File: config.mk
export PLATFORM = sky130hd
export DESIGN_NAME = trap_sequencer
export DESIGN_NICKNAME = d
export VERILOG_FILES = /design/src/rtl/trap_pkg.sv /design/src/rtl/trap_arbiter.sv /design/src/rtl/trap_bank.sv /design/src/rtl/trap_sequencer.sv
export SDC_FILE = /design/constraint.sdc
export NUM_CORES = 1
export LEC_CHECK = 0
export BUFFER_PORTS_ARGS = -buffer_cell sky130_fd_sc_hd__buf_2
export CORE_ASPECT_RATIO = 1.75
export CORE_MARGIN = 5
export CORE_UTILIZATION = 60
export DETAILED_ROUTE_END_ITERATION = 8
export PLACE_DENSITY = 0.8
export SYNTH_ARGS = -nofsm -noshare
export SYNTH_HDL_FRONTEND = slang
export SYNTH_SLANG_ARGS = --single-unit
File: constraint.sdc
create_clock -name clk -period 4.8 [get_ports clk]
set_input_delay 0.24 -clock clk [delete_from_list [all_inputs] [get_ports clk]]
set_output_delay 0.24 -clock clk [all_outputs]
set_load 0.02 [all_outputs]
File: src/rtl/trap_pkg.sv
package trap_pkg;

  localparam int unsigned NCAUSE = 7;
  localparam int unsigned CW     = $clog2(NCAUSE);
  localparam int unsigned NBANK  = 5;
  localparam int unsigned BW     = $clog2(NBANK);

  localparam int unsigned PSR_T = 5;
  localparam int unsigned PSR_F = 6;
  localparam int unsigned PSR_I = 7;

  typedef enum logic [CW-1:0] {
    CZ_RESET  = 3'd0,
    CZ_DABORT = 3'd1,
    CZ_FIQ    = 3'd2,
    CZ_IRQ    = 3'd3,
    CZ_PABORT = 3'd4,
    CZ_UNDEF  = 3'd5,
    CZ_SWI    = 3'd6
  } cause_e;

  typedef enum logic [4:0] {
    MD_USR = 5'b10000,
    MD_FIQ = 5'b10001,
    MD_IRQ = 5'b10010,
    MD_SVC = 5'b10011,
    MD_ABT = 5'b10111,
    MD_UND = 5'b11011,
    MD_SYS = 5'b11111
  } mode_e;

  typedef struct packed {
    logic          ok;
    logic [BW-1:0] idx;
  } bank_sel_t;

  function automatic mode_e cause_mode(cause_e c);
    case (c)
      CZ_FIQ:              return MD_FIQ;
      CZ_IRQ:              return MD_IRQ;
      CZ_DABORT, CZ_PABORT: return MD_ABT;
      CZ_UNDEF:            return MD_UND;
      default:             return MD_SVC;
    endcase
  endfunction

  function automatic logic [7:0] cause_vec(cause_e c);
    case (c)
      CZ_UNDEF:  return 8'h04;
      CZ_SWI:    return 8'h08;
      CZ_PABORT: return 8'h0C;
      CZ_DABORT: return 8'h10;
      CZ_IRQ:    return 8'h18;
      CZ_FIQ:    return 8'h1C;
      default:   return 8'h00;
    endcase
  endfunction

  function automatic logic [3:0] cause_ret_off(cause_e c);
    case (c)
      CZ_FIQ, CZ_IRQ, CZ_PABORT: return 4'd4;
      CZ_DABORT:                 return 4'd8;
      default:                   return 4'd0;
    endcase
  endfunction

  function automatic logic cause_masks_fast(cause_e c);
    return (c == CZ_RESET) || (c == CZ_FIQ);
  endfunction

  function automatic bank_sel_t mode_bank(logic [4:0] m);
    bank_sel_t s;
    s.ok  = 1'b1;
    s.idx = '0;
    case (m)
      MD_FIQ:  s.idx = BW'(0);
      MD_IRQ:  s.idx = BW'(1);
      MD_SVC:  s.idx = BW'(2);
      MD_ABT:  s.idx = BW'(3);
      MD_UND:  s.idx = BW'(4);
      default: s.ok  = 1'b0;
    endcase
    return s;
  endfunction

endpackage

File: src/rtl/trap_arbiter.sv
module trap_arbiter
  import trap_pkg::*;
#(
  parameter int unsigned N = NCAUSE,
  localparam int unsigned IW = $clog2(N)
) (
  input  logic [N-1:0]  req,
  input  logic          irq_mask,
  input  logic          fiq_mask,
  output logic [N-1:0]  grant,
  output logic          any,
  output logic [IW-1:0] idx
);

  logic [N-1:0] live;
  logic [N:0]   seen;

  always_comb begin
    live = req;
    live[int'(CZ_IRQ)] = req[int'(CZ_IRQ)] & ~irq_mask;
    live[int'(CZ_FIQ)] = req[int'(CZ_FIQ)] & ~fiq_mask;
  end

  assign seen[0] = 1'b0;

  for (genvar i = 0; i < N; i++) begin : g_pri
    assign grant[i]  = live[i] & ~seen[i];
    assign seen[i+1] = seen[i] | live[i];
  end

  assign any = seen[N];

  always_comb begin
    idx = '0;
    for (int i = int'(N) - 1; i >= 0; i--) begin
      if (live[i]) idx = IW'(i);
    end
  end

endmodule

File: src/rtl/trap_bank.sv
module trap_bank #(
  parameter int unsigned NB = 5,
  parameter int unsigned DW = 32,
  localparam int unsigned IW = $clog2(NB)
) (
  input  logic          clk,
  input  logic          rst_n,
  input  logic          wr_en,
  input  logic [IW-1:0] wr_idx,
  input  logic [DW-1:0] wr_link,
  input  logic [DW-1:0] wr_spsr,
  input  logic [IW-1:0] rd_idx,
  output logic [DW-1:0] rd_link,
  output logic [DW-1:0] rd_spsr
);

  logic [DW-1:0] link_q [NB];
  logic [DW-1:0] spsr_q [NB];

  always_ff @(posedge clk or negedge rst_n) begin
    if (!rst_n) begin
      for (int b = 0; b < int'(NB); b++) begin
        link_q[b] <= '0;
        spsr_q[b] <= '0;
      end
    end else if (wr_en) begin
      for (int b = 0; b < int'(NB); b++) begin
        if (wr_idx == IW'(b)) begin
          link_q[b] <= wr_link;
          spsr_q[b] <= wr_spsr;
        end
      end
    end
  end

  always_comb begin
    rd_link = '0;
    rd_spsr = '0;
    for (int b = 0; b < int'(NB); b++) begin
      if (rd_idx == IW'(b)) begin
        rd_link = link_q[b];
        rd_spsr = spsr_q[b];
      end
    end
  end

endmodule

File: src/rtl/trap_sequencer.sv
module trap_sequencer
  import trap_pkg::*;
#(
  parameter int unsigned    DW       = 32,
  parameter logic [DW-1:0]  VEC_BASE = '0
) (
  input  logic              clk,
  input  logic              rst_n,
  input  logic [NCAUSE-1:0] exc_req,
  input  logic [DW-1:0]     ret_addr,
  input  logic              ret_req,
  input  logic [CW-1:0]     ret_cause,
  input  logic              tstate_wr,
  input  logic              tstate_val,
  input  logic              psr_wr,
  input  logic [DW-1:0]     psr_wdata,
  output logic [NCAUSE-1:0] exc_ack,
  output logic              ret_ack,
  output logic              redir_valid,
  input  logic              redir_ready,
  output logic [DW-1:0]     redir_pc,
  output logic [DW-1:0]     psr_cur
);

  localparam logic [DW-1:0] PSR_RESET = DW'(8'hD3);

  logic [DW-1:0]     psr_q;
  logic              rv_q;
  logic [DW-1:0]     rpc_q;

  logic [NCAUSE-1:0] grant;
  logic              any_live;
  logic [CW-1:0]     win;
  cause_e            win_c;
  cause_e            ret_c;
  mode_e             tgt_mode;
  bank_sel_t         tgt_bank;
  bank_sel_t         cur_bank;
  logic              idle;
  logic              take;
  logic              ret_go;
  logic [DW-1:0]     rd_link;
  logic [DW-1:0]     rd_spsr;
  logic [DW-1:0]     psr_entry;
  logic [DW-1:0]     psr_write;
  logic [DW-1:0]     entry_pc;
  logic [DW-1:0]     return_pc;

  trap_arbiter #(.N(NCAUSE)) u_arb (
    .req      (exc_req),
    .irq_mask (psr_q[PSR_I]),
    .fiq_mask (psr_q[PSR_F]),
    .grant    (grant),
    .any      (any_live),
    .idx      (win)
  );

  assign win_c    = cause_e'(win);
  assign ret_c    = cause_e'(ret_cause);
  assign tgt_mode = cause_mode(win_c);
  assign tgt_bank = mode_bank(tgt_mode);
  assign cur_bank = mode_bank(psr_q[4:0]);

  assign idle   = ~rv_q;
  assign take   = idle & any_live;
  assign ret_go = idle & ~any_live & ret_req & cur_bank.ok;

  trap_bank #(.NB(NBANK), .DW(DW)) u_bank (
    .clk     (clk),
    .rst_n   (rst_n),
    .wr_en   (take & tgt_bank.ok),
    .wr_idx  (tgt_bank.idx),
    .wr_link (ret_addr),
    .wr_spsr (psr_q),
    .rd_idx  (cur_bank.idx),
    .rd_link (rd_link),
    .rd_spsr (rd_spsr)
  );

  always_comb begin
    psr_entry        = psr_q;
    psr_entry[4:0]   = tgt_mode;
    psr_entry[PSR_T] = 1'b0;
    psr_entry[PSR_I] = 1'b1;
    if (cause_masks_fast(win_c)) psr_entry[PSR_F] = 1'b1;
  end

  always_comb begin
    if (psr_q[4:0] == MD_USR) psr_write = {psr_wdata[DW-1:DW-4], psr_q[DW-5:0]};
    else                      psr_write = psr_wdata;
  end

  assign entry_pc  = VEC_BASE + DW'(cause_vec(win_c));
  assign return_pc = rd_link - DW'(cause_ret_off(ret_c));

  always_ff @(posedge clk or negedge rst_n) begin
    if (!rst_n) begin
      psr_q <= PSR_RESET;
    end else if (take) begin
      psr_q <= psr_entry;
    end else if (ret_go) begin
      psr_q <= rd_spsr;
    end else if (psr_wr) begin
      psr_q <= psr_write;
    end else if (tstate_wr) begin
      psr_q[PSR_T] <= tstate_val;
    end
  end

  always_ff @(posedge clk or negedge rst_n) begin
    if (!rst_n) begin
      rv_q  <= 1'b1;
      rpc_q <= VEC_BASE;
    end else if (take) begin
      rv_q  <= 1'b1;
      rpc_q <= entry_pc;
    end else if (ret_go) begin
      rv_q  <= 1'b1;
      rpc_q <= return_pc;
    end else if (rv_q && redir_ready) begin
      rv_q  <= 1'b0;
    end
  end

  assign exc_ack     = take ? grant : '0;
  assign ret_ack     = ret_go;
  assign redir_valid = rv_q;
  assign redir_pc    = rpc_q;
  assign psr_cur     = psr_q;

endmodule

-- Word-level counts from Yosys, hierarchy flattened
Cells that the tools add are included.
Widths: inputs -> output; s select.
- bits of input ports: 81
- memories: 0
- output and inout port bits: 73
- memory bits (writable): 0
- latch bits: 0
- ROM bits: 0
- register bits: 385
- word-level logic and storage cells: 143
- equal/unequal tests: 33
- $mul: 0
- add/subtract/negate cells: 1
- shift-type cells: 0
- divide/modulo/power cells: 0
- reduce and logical (&&, ||, !) cells: 24
- magnitude comparators: 0
- mux-type cells: 38
- bitwise logic cells: 30
- operator list (operator ; number):
    $mux 32 ; 13
    $eq 5x5->1 const B ; 11
    $sub 32x4->32 ; 1
    $pmux 5 s6 ; 1
    $mux 28 ; 1
    $mux 26 ; 1
    $eq 3x2->1 const B ; 8
    $pmux 3 s4 ; 2
    $mux 3 ; 7
    $eq 3x3->1 const B ; 6
    $pmux 4 s4 ; 1
    $reduce_and 2->1 ; 8
    $and 1x1->1 ; 13
    $eq 3x1->1 const B ; 4
    $not 1->1 ; 11
    $reduce_or 5->1 ; 2
    $logic_not 3->1 ; 3
    $mux 1 ; 8
    $mux 8 ; 1
    $pmux 4 s2 ; 1
    $mux 7 ; 1
    $or 1x1->1 ; 6
    $reduce_and 3->1 ; 2
    $reduce_bool 3->1 ; 2
    11 further kinds ; 12

-- Longest topological paths before layout
Gate-level depths: netlist of run 1.
- word-level depth: 15
- depth in mapped cells: 19
- mapped depth without buffers: 14

-- Hierarchy
A second synthesis of run 1 with hierarchy kept.
- cell total of the unflattened synthesis: 1492
- area total of the unflattened synthesis: 18481.5 um2
- modules (own cells, without submodules) (module ; times used ; cells each ; area an instance (um2) ; seq. area each (um2)):
    trap_bank ; 1 ; 1054 ; 14521.4 ; 8007.7
    trap_sequencer ; 1 ; 416 ; 3823.7 ; 1634.1
    trap_arbiter ; 1 ; 22 ; 136.4 ; 0.0

-- Least setup slack after synthesis of run 1
No wires, ideal clock.
- path type: flip-flop to flip-flop
- start: register psr_q[1] (netlist: psr_cur[1])
- end: register rpc_q[27] (netlist: redir_pc[27])
- library setup time: 0.070 ns
- path buffers: 5
- arrival time: 4.284 ns
- cell stages (with the launch flop): 19
- required time: 4.730 ns
- period minus slack after synthesis: 4.355 ns
- slack: 0.445 ns
- path through: dfstp_2 > nor3b_1 > and2_1 > clkbuf_1 > clkbuf_1 > clkbuf_1 > buf_1 > a221oi_1 > a21oi_1 > nor2_1 > inv_1 > ha_1 > a21oi_1 > o211ai_1 > nor4_4 > nand4b_2 > buf_6 > or4b_1 > nand3_1
- word-level cells in the longest chain between the ends: 11
- elaborated cells on any way between the ends: 23
- classes of those cells: 1 x add/sub; 9 x eq/ne; 9 x mux; 1 x bitwise; 3 x reduce/logical
- RTL lines (item ; RTL line ; text):
    from (decl) ; trap_sequencer.sv:27 ; logic [DW-1:0] psr_q;
    from (signal assigned) ; trap_sequencer.sv:100 ; psr_q <= psr_entry;
    from (signal assigned) ; trap_sequencer.sv:102 ; psr_q <= rd_spsr;
    from (signal assigned) ; trap_sequencer.sv:104 ; psr_q <= psr_write;
    $eq 5x5->1 ; trap_pkg.sv:75 ; case (m)
    $pmux 3 s4 ; trap_pkg.sv:75 ;
    $logic_not 3->1 ; trap_bank.sv:40 ; if (rd_idx == IW'(b)) begin
    $mux 32 (5 in series) ; trap_bank.sv:40 ;
    $sub 32x4->32 ; trap_sequencer.sv:94 ; assign return_pc = rd_link - DW'(cause_ret_off(ret_c));
    $mux 32 ; trap_sequencer.sv:117 ; end else if (ret_go) begin
    $mux 32 ; trap_sequencer.sv:114 ; end else if (take) begin
    to (signal assigned) ; trap_sequencer.sv:116 ; rpc_q <= entry_pc;
    to (signal assigned) ; trap_sequencer.sv:119 ; rpc_q <= return_pc;
    to (decl) ; trap_sequencer.sv:29 ; logic [DW-1:0] rpc_q;
Several ways; a longest one is shown, not always the timed one. The select of a mux whose other input is x is not followed.
A chain may end at the register's enable or synchronous reset.

-- Worst setup path after layout of run 1
- start: register psr_q[0] (netlist: psr_cur[0])
- end: register rpc_q[28] (netlist: redir_pc[28])
The elaborated chain is that of the path after synthesis.

==> impl_metrics.ini, run 1 <==
[yosys]
ys_ff_latch = 385
edff_count_synth = 0
mappedNetlistNets = 1565
synth.lib_cells_used.distinct = 72
post_synthesis_mean_instance_area_um2 = 12.0
ys_seq_area_share_pct = 54.5
syn_inst = 1477
post_synth_instance_area_mm2 = 0.0177
ys.warnings.count = 0
postSynth.asyncResetShare_pct = 100
dominantRegCellSynth = sky130_fd_sc_hd__dfrtp_1

[route]
first_pass_iters = 6
detailroute.via_count = 13100
totalWireLength_mm = 46.7
drc = 0
avgViaCountPerCell = 6.46
drt.antenna.violating_nets = 0
drc_marker_count_from_the_first_detailed_route_iteration = 1065
routed_wire_length_per_instance_um = 23.1

[timing]
timing_hold_violations_final = 0
clock-skew-final_ps = 20.0
timing_worst_slew_pin_value_ps = 952
setup_viol = 0
max_clock_freq_mhz = 221
period_minus_slack_ps = 4530
unrepaired_setup_endpoints_after_global_routing = false
finalCritPeriodShare_pct = 94.4
final.setup.worst_slack_ps = 269
setup_tns_ps = 0
worst_max_slew_margin_expressed_relative_to_the_limit_pct = 36.6
final-max-slew-violation-count = 0

[cells_and_area]
antenna_cells = 0
finish.instance_area_mm2 = 0.0202
layout.nets = 1708
syn2layout_area_growth_pct = 14.4
layout-drive-gt1-share_pct = 35.6
filler_cell_count = 2099
multi_input_comb_area_mm2 = 0.00763
finalCoreUtilization_pct = 69.1
regArea_mm2 = 0.00964

[placement]
gp_congestion = 0.942
post_dp_cell_area_mm2 = 0.0189
count_of_port_buffers_added_during_placement = 153
dp_hpwl_mm = 29.9
dp_worst_setup_slack_ps = 344

[clocking]
clock_tree.htree_level_count = 2
cts_sinks = 385
clock_tree_from_tritoncts = yes
clock_tree.root_cell = sky130_fd_sc_hd__clkbuf_16
max-clock-path-buffers = 3
post-cts-setup-buffers = 0
clock_latency_ps = 540
tritoncts.num_buffers = 35
clk_pin_slew_worst_paths_ps = 70

[hold_path]
timing.hold.worst_path_depth = 2
worstHoldPathType = in -> reg

[pwr]
power_per_cell_area_mw_per_mm2 = 505
internal-power_w = 0.00710
irDropWorstVdd_mv = 0.362
clock_power_share_pct = 26.7
power.static_leakage_nw = 9.03
power_switching_w = 0.00312
combPwrFrac_pct = 24.4
power.share.switching_pct = 30.6
seq_power_share_pct = 48.9

[critical_path]
maximum_fanout_encountered_on_the_critical_timing_path = 29
worstSetupEndpointType = flop
timing.critical_path.slowest_cell_delay_ps = 760
crit_path_cell_trace = inv_2 > maj3_2 > or2_2 > buf_4 > a221o_1 > nor4_2 > nand4_1 > o311a_1 > a311o_1
timing.critical_path.arrival_ps = 4940
start_kind = flop
crit_type = reg -> reg
worst_ep_required_time_ps = 5210
crit_path_top_delay_cell = sky130_fd_sc_hd__dfstp_2
worstRegToRegCells = 9

[global_route]
wire_length_of_the_first_global_routing_pass_mm = 75.0
vias_in_the_first_global_route = 13800
pin_count_of_the_biggest_net_entering_global_routing = 138
grt.total_usage_pct = 28.1
gr-total-overflow = 0
antenna_found_initial = 1

[floorplan]
dieWidth_um = 140
initial_utilization_pct = 60.5
total_die_area_mm2 = 0.0332
placeable_core_area_mm2 = 0.0293
floorplan.io_pins = 154
die_height_um = 237
placementRows = 83

[status]
run_status = finished clean

[flow_run]
maxCapViolCount = 0
through the flow:
stage          power [W]  hold slack, ps  instances
6_report          0.0102            7.98       2025
5_1_grt           0.0107            11.4       2025
4_1_cts           0.0102          0.0709       2025
3_5_place_dp     0.00747             325       1937
3_3_place_gp     0.00730             316       1937
2_1_floorplan    0.00661           -55.6       1477
placed cells by master (no fill, tap or decap), types with 9 or more instances in the layout:
master	count
sky130_fd_sc_hd__a21oi_1	61
sky130_fd_sc_hd__a222oi_1	27
sky130_fd_sc_hd__a22oi_1	46
sky130_fd_sc_hd__a31oi_1	21
sky130_fd_sc_hd__buf_2	152
sky130_fd_sc_hd__buf_4	31
sky130_fd_sc_hd__clkbuf_1	11
sky130_fd_sc_hd__clkbuf_16	37
sky130_fd_sc_hd__dfrtp_1	379
sky130_fd_sc_hd__dlygate4sd3_1	28
sky130_fd_sc_hd__inv_1	17
sky130_fd_sc_hd__mux2_2	312
sky130_fd_sc_hd__mux2i_1	13
sky130_fd_sc_hd__nand2_1	91
sky130_fd_sc_hd__nand3_1	51
sky130_fd_sc_hd__nor2_1	63
sky130_fd_sc_hd__o211ai_1	22
sky130_fd_sc_hd__o21ai_0	86
sky130_fd_sc_hd__or2_2	9
sky130_fd_sc_hd__or4_1	9
sky130_fd_sc_hd__xor2_1	10
layer usage:
metal / up-vias / GRT usage [%] / wire, um / share of wire [%]
li1: 5732 / - / - / -
met1: 6652 / 35.0 / 17500 / 37
met2: 552 / 47.7 / 23500 / 50
met3: 142 / 5.33 / 3300 / 7.1
met4: 2 / 13.2 / 2350 / 5.0
met5: - / 0 / 9 / 0.019
flip-flops by register name (all words and copies together), names as in the netlist:
signal,flops
psr_cur,32
u_bank.spsr_q,160
u_bank.link_q,160
redir_pc,32
redir_valid,1
critical path: cells and delay by family, from the launching register on:
| kind | cells | cell delay, ps |
|---|---|---|
| DFF | 1 | 760 |
| adders and majority gates | 1 | 320 |
| and+or+nand+nor | 3 | 1530 |
| AOI/OAI and AO/OA | 3 | 1310 |
| buffers and inverters | 2 | 440 |
cell usage after synthesis (all sizes together), types with 10 or more instances:
library cell  instances  area share [%]
dfrtp               379              54
mux2                320              20
nand2                94             2.0
o21ai                87             2.5
clkbuf               81             1.7
nor2                 67             1.4
a21oi                61             1.7
nand3                51             1.4
a22oi                46             2.0
a222oi               27             1.5
buf                  27            0.85
o211ai               22            0.93
a31oi                21            0.74
inv                  18            0.38
mux2i                13            0.73
xor2                 10            0.49
cell type report:
class                   instances  share of cell area (%)
flip-flops and latches        385                    47.6
clock buffers                  52                    5.05
clock inverters                 8                   0.414
multi-input cells             966                    37.7
well taps                     382                    2.36
inverters                      18                   0.334
repair buffers                214                    6.56
final timing paths:
kind                                    start                  to  slack, ps
min reg2reg                u_bank.link_q[145]  u_bank.link_q[145]        490
min in group asynchronous               rst_n   u_bank.spsr_q[58]        340
max                                psr_cur[0]        redir_pc[28]        270
max in group asynchronous               rst_n   u_bank.link_q[19]       3230
min                               ret_addr[1]   u_bank.link_q[33]          8
max reg2reg                        psr_cur[0]        redir_pc[28]        270
power by group through the flow:
stage	clock [W]	combinational (W)	sequential [W]
floorplan	0	0.00180	0.00482
global placement	0	0.00235	0.00494
detailed placement	0	0.00245	0.00502
CTS	0.00278	0.00249	0.00497
global route	0.00290	0.00273	0.00509
finish	0.00273	0.00249	0.00500
cell families after synthesis:
group	count (synthesis)	share of synthesized area, %
and+or+nand+nor	295	8.30
DFF	385	54.5
xor gates and xnor gates	14	0.692
AOI/OAI and AO/OA	316	11.9
buffers and inverters	126	2.95
adders and majority gates	8	0.601
muxes	333	21.1
what timing repair did:
item,4_1_cts,5_1_grt
endpoints found under the hold margin,160,0
resized for setup,0,1
hold buffers,28,0
setup endpoints to repair,0,5
(Power assumes the default switching activity.)
==> run 2: changes to the inputs <==
--- a/config.mk
+++ b/config.mk
@@ -8,9 +8,9 @@
 export BUFFER_PORTS_ARGS = -buffer_cell sky130_fd_sc_hd__buf_2
 export CORE_ASPECT_RATIO = 1.75
 export CORE_MARGIN = 5
-export CORE_UTILIZATION = 60
+export CORE_UTILIZATION = 50
 export DETAILED_ROUTE_END_ITERATION = 8
-export PLACE_DENSITY = 0.8
+export PLACE_DENSITY = 0.69
 export SYNTH_ARGS = -nofsm -noshare
 export SYNTH_HDL_FRONTEND = slang
 export SYNTH_SLANG_ARGS = --single-unit
==> run 2 against run 1 <==
  * Non-clock buffer count up 10
  * Combinational power about the same
  * Critical path depth increased by 4
  * Sequential power barely moved
  * First-iteration DRC count fell by 8.4%
  * Clock skew shrank 6.7 ps
  * Routed wire length up 2.9%
  * Utilization fell by 11 points
  * Die area rose by 19%
  * Worst hold slack improved by 7.9 ps
  * Critical path type unchanged
  * Largest cell class unchanged
==> impl_metrics.ini, run 2 (synthesis results as in run 1) <==
[status]
run_status = finished clean

[critical_path]
reg2reg_slack_ps = 420
start_kind = flop
worstReg2RegStart = psr_cur[0]
worst_ep_required_time_ps = 5240
timing.critical_path.arrival_ps = 4820
r2r-end = redir_pc[31]
maximum_fanout_encountered_on_the_critical_timing_path = 44
crit_type = reg -> reg
critical_path.startpoint = psr_cur[0]
worstRegToRegCells = 13
endpoint = redir_pc[31]
worstSetupEndpointType = flop

[timing]
setup_tns_ps = 0
clock-skew-final_ps = 13.3
worst_max_slew_margin_expressed_relative_to_the_limit_pct = 10.2
timing_hold_violations_final = 0
timing_worst_slew_pin_value_ps = 1340
unrepaired_setup_endpoints_after_global_routing = false
finalCritPeriodShare_pct = 91.3
final-max-slew-violation-count = 0
setup_viol = 0
period_minus_slack_ps = 4380
hold_ws_ps = 15.8
final.setup.worst_slack_ps = 418
max_clock_freq_mhz = 228

[global_route]
wire_length_of_the_first_global_routing_pass_mm = 75.9
gr-total-overflow = 0
vias_in_the_first_global_route = 13500
antenna_found_initial = 2
pin_count_of_the_biggest_net_entering_global_routing = 121
grt.total_usage_pct = 24.0

[cells_and_area]
mostFrequentLayoutCells = sky130_fd_sc_hd__dfrtp_1 (379), sky130_fd_sc_hd__mux2_2 (312), sky130_fd_sc_hd__buf_2 (152)
syn2layout_area_growth_pct = 16.0
layout-drive-gt1-share_pct = 35.7
layout_top_registers = u_bank.link_q: 160 flops, u_bank.spsr_q: 160 flops
layout.nets = 1719
layout.cells.most_common = sky130_fd_sc_hd__dfrtp_1

[pwr]
internal-power_w = 0.00723
combPwrFrac_pct = 24.2
power.static_leakage_nw = 9.14
power_per_cell_area_mw_per_mm2 = 505
irDropWorstVdd_mv = 0.363
seq_power_share_pct = 47.9
clock_power_share_pct = 27.9
power_switching_w = 0.00314
power.share.switching_pct = 30.3

[route]
first_pass_iters = 8
drt.antenna.violating_nets = 0
avgViaCountPerCell = 6.08
routed_wire_length_per_instance_um = 22.6
drc = 0
totalWireLength_mm = 48.0
drc_marker_count_from_the_first_detailed_route_iteration = 976
detailroute.via_count = 12900

[floorplan]
placeable_core_area_mm2 = 0.0352
die_height_um = 259
floorplan.io_pins = 154
placementRows = 91
total_die_area_mm2 = 0.0394
initial_utilization_pct = 50.3
dieWidth_um = 152

[placement]
dp_worst_setup_slack_ps = 130
gp_congestion = 0.927
dp_hpwl_mm = 30.6
count_of_port_buffers_added_during_placement = 153

[clocking]
clock_tree.htree_level_count = 2
clock_tree_from_tritoncts = yes
max-clock-path-buffers = 3
clock_latency_ps = 530
clock_tree.root_cell = sky130_fd_sc_hd__clkbuf_16
clk_pin_slew_worst_paths_ps = 60
tritoncts.num_buffers = 36
cts_sinks = 385

[flow_run]
maxCapViolCount = 0

[hold_path]
worstHoldPathType = in -> reg
## run 2: cell types whose count changed in the layout (fill, tap and decap cells not counted), sizes merged
cell / before / now
dlygate4sd3: 28 / 38
bufinv: 1 / 2
clkinv: 4 / 7
diode: 0 / 2
inv: 18 / 19
clkbuf: 52 / 53
clkinvlp: 3 / 0
## run 2: area by class of cell
cell class                 instances  area [um2]
clock inverter                    10         108
clock buffer                      53        1080
fill                            2908       14600
timing repair buffer             224        1430
inverter                          18        67.6
antenna                            2        5.00
sequential                       385        9640
multi-input combinational        966        7630
tap                              465         582
## run 2: how the worst min path moves through the flow
stage,depth (start not counted),to,startpoint,slack (ps)
6_report,2,u_bank.link_q[5],ret_addr[5],20
5_1_grt,2,u_bank.link_q[37],ret_addr[5],10
3_5_place_dp,1,u_bank.link_q[9],rst_n,280
2_1_floorplan,0,psr_cur[10],rst_n,-60
3_3_place_gp,1,u_bank.link_q[9],rst_n,280
4_1_cts,3,psr_cur[31],psr_wdata[31],1
## run 2: power by group through the flow
stage	clock [W]	combinational [W]	sequential, W
6_report	0.00290	0.00251	0.00497
3_5_place_dp	0	0.00248	0.00501
5_1_grt	0.00307	0.00274	0.00507
4_1_cts	0.00295	0.00251	0.00495
3_3_place_gp	0	0.00240	0.00494
2_1_floorplan	0	0.00180	0.00482
## run 2: worst max-delay path, stage by stage, from the launching register on
cell                       delay (ps)
sky130_fd_sc_hd__dfstp_2          750
sky130_fd_sc_hd__inv_2            100
sky130_fd_sc_hd__maj3_2           480
sky130_fd_sc_hd__or2_2            350
sky130_fd_sc_hd__buf_4            340
sky130_fd_sc_hd__a21oi_1          270
sky130_fd_sc_hd__ha_1             240
sky130_fd_sc_hd__inv_1             60
sky130_fd_sc_hd__a21oi_1          160
sky130_fd_sc_hd__o211ai_1         230
sky130_fd_sc_hd__nor4_4           310
sky130_fd_sc_hd__nand4b_4         310
sky130_fd_sc_hd__or4_1            490
sky130_fd_sc_hd__o211ai_1         180
## run 2: repair_timing
action,CTS,global route
hold buffers,38,0
setup buffers,0,4
setup endpoints to repair,0,4
gates resized for setup,0,1
hold endpoints to repair,174,0
## run 2: per-layer routing
layer | GRT usage [%] | up-vias | part of all wire [%]
met5 | 0 | - | 0
met4 | 9.62 | 0 | 3.5
met3 | 4.14 | 99 | 6.1
met2 | 42.1 | 428 | 51
met1 | 29.5 | 6631 | 39
li1 | - | 5751 | -
## run 2: stage by stage
step	area, um2	util, %	cells	power [W]
detailed placement	18900	53.8	2016	0.00748
finish	20500	58.4	2123	0.0104
global placement	18900	53.8	2016	0.00734
CTS	20500	58.3	2117	0.0104
global route	20500	58.4	2121	0.0109
floorplan	17700	-	1477	0.00661
